**src/rtl/scl_prescaler.sv**
```systemverilog
module scl_prescaler #(
  parameter int CFG_W      = 16,
  parameter int DIVA_W     = 2,
  parameter int DIVB_W     = 6,
  parameter int DIVA_LSB   = 14,
  parameter int DIVB_LSB   = 8,
  parameter int HALF_TICKS = 11
) (
  input  logic             clk,
  input  logic             rst_n,
  input  logic             cfg_we,
  input  logic [CFG_W-1:0] cfg_data,
  input  logic             scl_in,
  output logic             qtr_tick,
  output logic             scl_phase,
  output logic             scl_drive_low
);
  localparam int PH_W = $clog2(HALF_TICKS);
  localparam logic [PH_W-1:0] MID_CNT = PH_W'(HALF_TICKS / 2);
  localparam logic [PH_W-1:0] END_CNT = PH_W'(HALF_TICKS - 1);

  logic [DIVA_W-1:0] div_a, cnt_a;
  logic [DIVB_W-1:0] div_b, cnt_b;
  logic [PH_W-1:0]   cnt_p;
  logic              a_wrap, pre_tick, stall, advance, half_end;
  logic              unused_low_bits;

  assign unused_low_bits = ^cfg_data[DIVB_LSB-1:0];

  assign a_wrap   = (cnt_a == div_a);
  assign pre_tick = a_wrap && (cnt_b == div_b);
  assign stall    = scl_phase && !scl_in;
  assign advance  = pre_tick && !stall;
  assign half_end = advance && (cnt_p == END_CNT);
  assign qtr_tick = advance && ((cnt_p == MID_CNT) || (cnt_p == END_CNT));
  assign scl_drive_low = !scl_phase;

  always_ff @(posedge clk) begin
    if (!rst_n) begin
      div_a <= '0;
      div_b <= '0;
    end else if (cfg_we) begin
      div_a <= cfg_data[DIVA_LSB +: DIVA_W];
      div_b <= cfg_data[DIVB_LSB +: DIVB_W];
    end
  end

  always_ff @(posedge clk) begin
    if (!rst_n || cfg_we) begin
      cnt_a <= '0;
      cnt_b <= '0;
    end else if (a_wrap) begin
      cnt_a <= '0;
      cnt_b <= (cnt_b == div_b) ? '0 : cnt_b + 1'b1;
    end else begin
      cnt_a <= cnt_a + 1'b1;
    end
  end

  always_ff @(posedge clk) begin
    if (!rst_n) begin
      cnt_p     <= '0;
      scl_phase <= 1'b1;
    end else if (cfg_we) begin
      cnt_p <= '0;
    end else if (half_end) begin
      cnt_p     <= '0;
      scl_phase <= !scl_phase;
    end else if (advance) begin
      cnt_p <= cnt_p + 1'b1;
    end
  end


  phase_step_chk: assert property (@(posedge clk) disable iff (!rst_n)
    (scl_phase != $past(scl_phase)) |-> $past(qtr_tick));


  stretch_hold_chk: assert property (@(posedge clk) disable iff (!rst_n)
    (scl_phase && !scl_in) |=> scl_phase);


  restart_quiet_chk: assert property (@(posedge clk) disable iff (!rst_n)
    cfg_we |=> !qtr_tick);


  tick_single_chk: assert property (@(posedge clk) disable iff (!rst_n)
    qtr_tick |=> !qtr_tick);
endmodule

```
**config.mk**
```make
export PLATFORM = sky130hd
export DESIGN_NAME = scl_prescaler
export DESIGN_NICKNAME = d
export VERILOG_FILES = /design/src/rtl/scl_prescaler.sv
export SDC_FILE = /design/constraint.sdc
export NUM_CORES = 1
export LEC_CHECK = 0
export BUFFER_PORTS_ARGS = -buffer_cell sky130_fd_sc_hd__clkbuf_2
export CAP_MARGIN = 20
export CORE_ASPECT_RATIO = 0.7
export CORE_MARGIN = 2
export CORE_UTILIZATION = 47
export CTS_BUF_LIST = sky130_fd_sc_hd__clkbuf_16
export DETAILED_ROUTE_END_ITERATION = 10
export PLACE_DENSITY_LB_ADDON = 0.25
export SYNTH_ARGS = -nofsm -noshare
export SYNTH_HDL_FRONTEND = slang
export SYNTH_SLANG_ARGS = --single-unit
```
**constraint.sdc**
```tcl
create_clock -name clk -period 1.7 [get_ports clk]
set_input_delay 0.085 -clock clk [delete_from_list [all_inputs] [get_ports clk]]
set_output_delay 0.085 -clock clk [all_outputs]
set_load 0.02 [all_outputs]
```
==> flow_metrics.py <==
metrics = {
    "clock_network": {
        "cts_made_buffers": 3,
        "clock_sinks": 21,
        "cts-hold-fix-buffers": 0,
        "clk_latency_ns": 0.25,
        "cts_tree": "yes",
        "h-tree-depth": 1,
        "clockBufferDepth": 2,
        "clockRootBuffer": "clkbuf_16",
        "clk_pin_slew_ns": 0.06,
    },
    "synthesis": {
        "yosys-mux-area-fraction": 0.0773,
        "synth_top_family_by_area": "simple AND/OR/NAND/NOR gates",
        "syn_avg_cell_area_um2": 9.33,
        "synth_cell_types": 28,
        "synth-adder-area-share": 0.0483,
        "synth_compound_area_frac": 0.0652,
        "ys_seq_elements": 21,
        "syn_inst": 111,
        "synthesis.area_um2": 1040,
        "synthesis.nets": 135,
        "synth_xor_area_frac": 0.126,
        "yosys_warnings": 0,
        "ys_seq_area_frac": 0.406,
        "synthSimpleGateAreaFrac": 0.260,
    },
    "placed_design": {
        "placed_area_um2": 1170,
        "detailedPlace.worstSlack_ns": 0.0349,
        "port_buffers": 14,
        "place_congestion": 0.841,
        "place_hpwl_um": 1450,
    },
    "sta": {
        "drv_slew": 0,
        "setup-tns-final_ns": -0.186,
        "setup_ws_ns": -0.0534,
        "rsz0062_at_grt": "yes",
        "worstMarginPinSlew_ns": 0.450,
        "slew_headroom": 0.699,
        "fmax_mhz": 570,
        "fin_crit_sh": 1.03,
        "final-hold-violation-count": 0,
        "fin_skew_ns": 0.00164,
        "fin_crit_ns": 1.75,
        "setup_viol": 4,
    },
    "global_route": {
        "grt_pass1_wl_um": 3740,
        "first_global_vias": 838,
        "antenna_found_initial": 0,
        "grtUsageTotal": 0.201,
        "gr-total-overflow": 0,
        "grt_max_degree": 13,
    },
    "routing": {
        "met3WireLength_um": 85,
        "routed_via_density": 5.03,
        "dr.pass1.iters": 4,
        "drtAntennaViolNets": 0,
        "maxUsedRoutingLayer": "met4",
        "drc": 0,
        "routedWlPerCell_um": 13.4,
        "drtIter0Drc": 16,
        "routed_wl_um": 2300,
        "vias": 866,
        "wl_met1_um": 1020,
        "wl_met2_um": 1170,
    },
    "floorplanning": {
        "start_util": 0.489,
        "die_x_um": 60.1,
        "core.rowCount": 14,
        "core_region_area_um2": 2120,
        "dieArea_um2": 2600,
        "io_pins": 23,
        "dieHeight_um": 43.3,
    },
    "job": {
        "max_cap_viol_count": 0,
    },
    "setup_path": {
        "critical_path_class": "register to register",
        "worstSetupEndpointType": "register",
        "arrival_ns": 1.94,
        "cp-start-kind": "register",
        "worstPathRequired_ns": 1.89,
        "worst-path-buf-inv": 1,
        "slowest_delay_ns": 0.37,
        "crit_chain": "xor2_4, nor4_4, nand3_2, buf_6, or3_4, a21oi_2",
        "path_delay_family": "simple AND/OR/NAND/NOR gates",
        "crit_fanout": 4,
        "slowest_stage": "dfxtp_4",
    },
    "power": {
        "leakagePower_nw": 0.602,
        "totalPowerFinal_w": 0.00121,
        "powerDensity_nw_per_um2": 851,
        "vdd_ir_drop_max_mv": 0.755,
    },
    "finish": {
        "drive_gt1_frac": 0.350,
        "diodes": 0,
        "layout_common_cells": "dfxtp_1 (17), clkbuf_2 (13), buf_4 (10)",
        "final_common_cell": "dfxtp_1",
        "finalInstanceArea_um2": 1420,
        "nNetsFinal": 165,
        "area_delta_synth_final_pct": 37.0,
    },
    "hold_path": {
        "hold_path.class": "primary input to register",
    },
    "run_status": {
        "status": "finished with violations",
        "violations": "setup timing",
    },
}
-- cell usage after synthesis (all sizes together) --
library cell,n,area share
o211ai,1,0.0072
o21ai,2,0.0097
nor3,4,0.019
nand4,2,0.012
a21o,1,0.0085
nand3b,1,0.0072
or2,1,0.0060
and3b,1,0.0085
or3,3,0.018
nor2,10,0.036
nand3,4,0.024
inv,3,0.011
dfxtp,21,0.41
nor2b,9,0.054
mux2i,8,0.077
xor2,10,0.092
xnor2,4,0.034
nand2,7,0.025
clkbuf,2,0.0072
o21a,1,0.0072
nand2b,3,0.018
a21oi,6,0.033
nor4,3,0.030
ha,4,0.048
-- final timing paths --
check / start / to / slack [ns] / cells after the start
worst max register to register: cnt_b[2] / cnt_p[1] / -0.05 / 6
worst min-delay path: cfg_data[15] / div_a[1] / 0.09 / 3
worst max-delay path: cnt_b[2] / cnt_p[1] / -0.05 / 6
worst min register to register: cnt_p[3] / cnt_p[3] / 0.51 / 2
-- registers in the layout, indices dropped and copies added (netlist names) --
signal     count
cnt_b          6
div_b          6
cnt_p          4
cnt_a          2
div_a          2
scl_phase      1
-- through the flow --
| stage | util | std cells | hold WS, ns |
|---|---|---|---|
| floorplan | - | 111 | 0.171 |
| global placement | 0.551 | 159 | 0.343 |
| detailed placement | 0.551 | 159 | 0.350 |
| CTS | 0.629 | 169 | 0.0882 |
| global route | 0.669 | 172 | 0.124 |
| finish | 0.669 | 172 | 0.0903 |
-- routing by layer --
| metal | track usage | vias to the layer above |
|---|---|---|
| met2 | 0.309 | 13 |
| li1 | - | 431 |
| met4 | 0.0622 | 0 |
| met5 | 0 | - |
| met1 | 0.255 | 418 |
| met3 | 0.0854 | 4 |
-- report_power, final --
part           switching, W  internal [W]  leakage, nW
Sequential        0.0000172      0.000506        0.174
Clock              0.000175      0.000316       0.0409
Combinational     0.0000925      0.000102        0.388
Total              0.000285      0.000923        0.602
-- tightest hold or removal path: stages --
cell and delay [ns]:
clkbuf_2 0.07, mux2i_1 0.05, nor2b_1 0.09
-- kinds of logic after synthesis --
logic type | count (synthesis)
AND/OR/NAND/NOR | 48
adder cells (fa/ha/maj) | 4
buffers and inverters | 5
multiplexers | 8
XOR/XNOR | 14
AO/OA/AOI/OAI | 11
flip-flops | 21
-- what timing repair did --
item | 4_1_cts | 5_1_grt
pin swaps | 5 | 11
resized for setup | 10 | 16
setup endpoints to repair | 1 | 6
setup buffers | 6 | 3
-- layout make-up --
cell class,count,area [µm²]
multi-input combinational,85,669
clock inverter,1,5.00
sequential,21,433
tap,32,40.0
inverter,3,11.3
timing repair buffer,27,185
clock buffer,3,75.1
fill,155,701
Note: power is estimated with default switching activity, not from simulation.
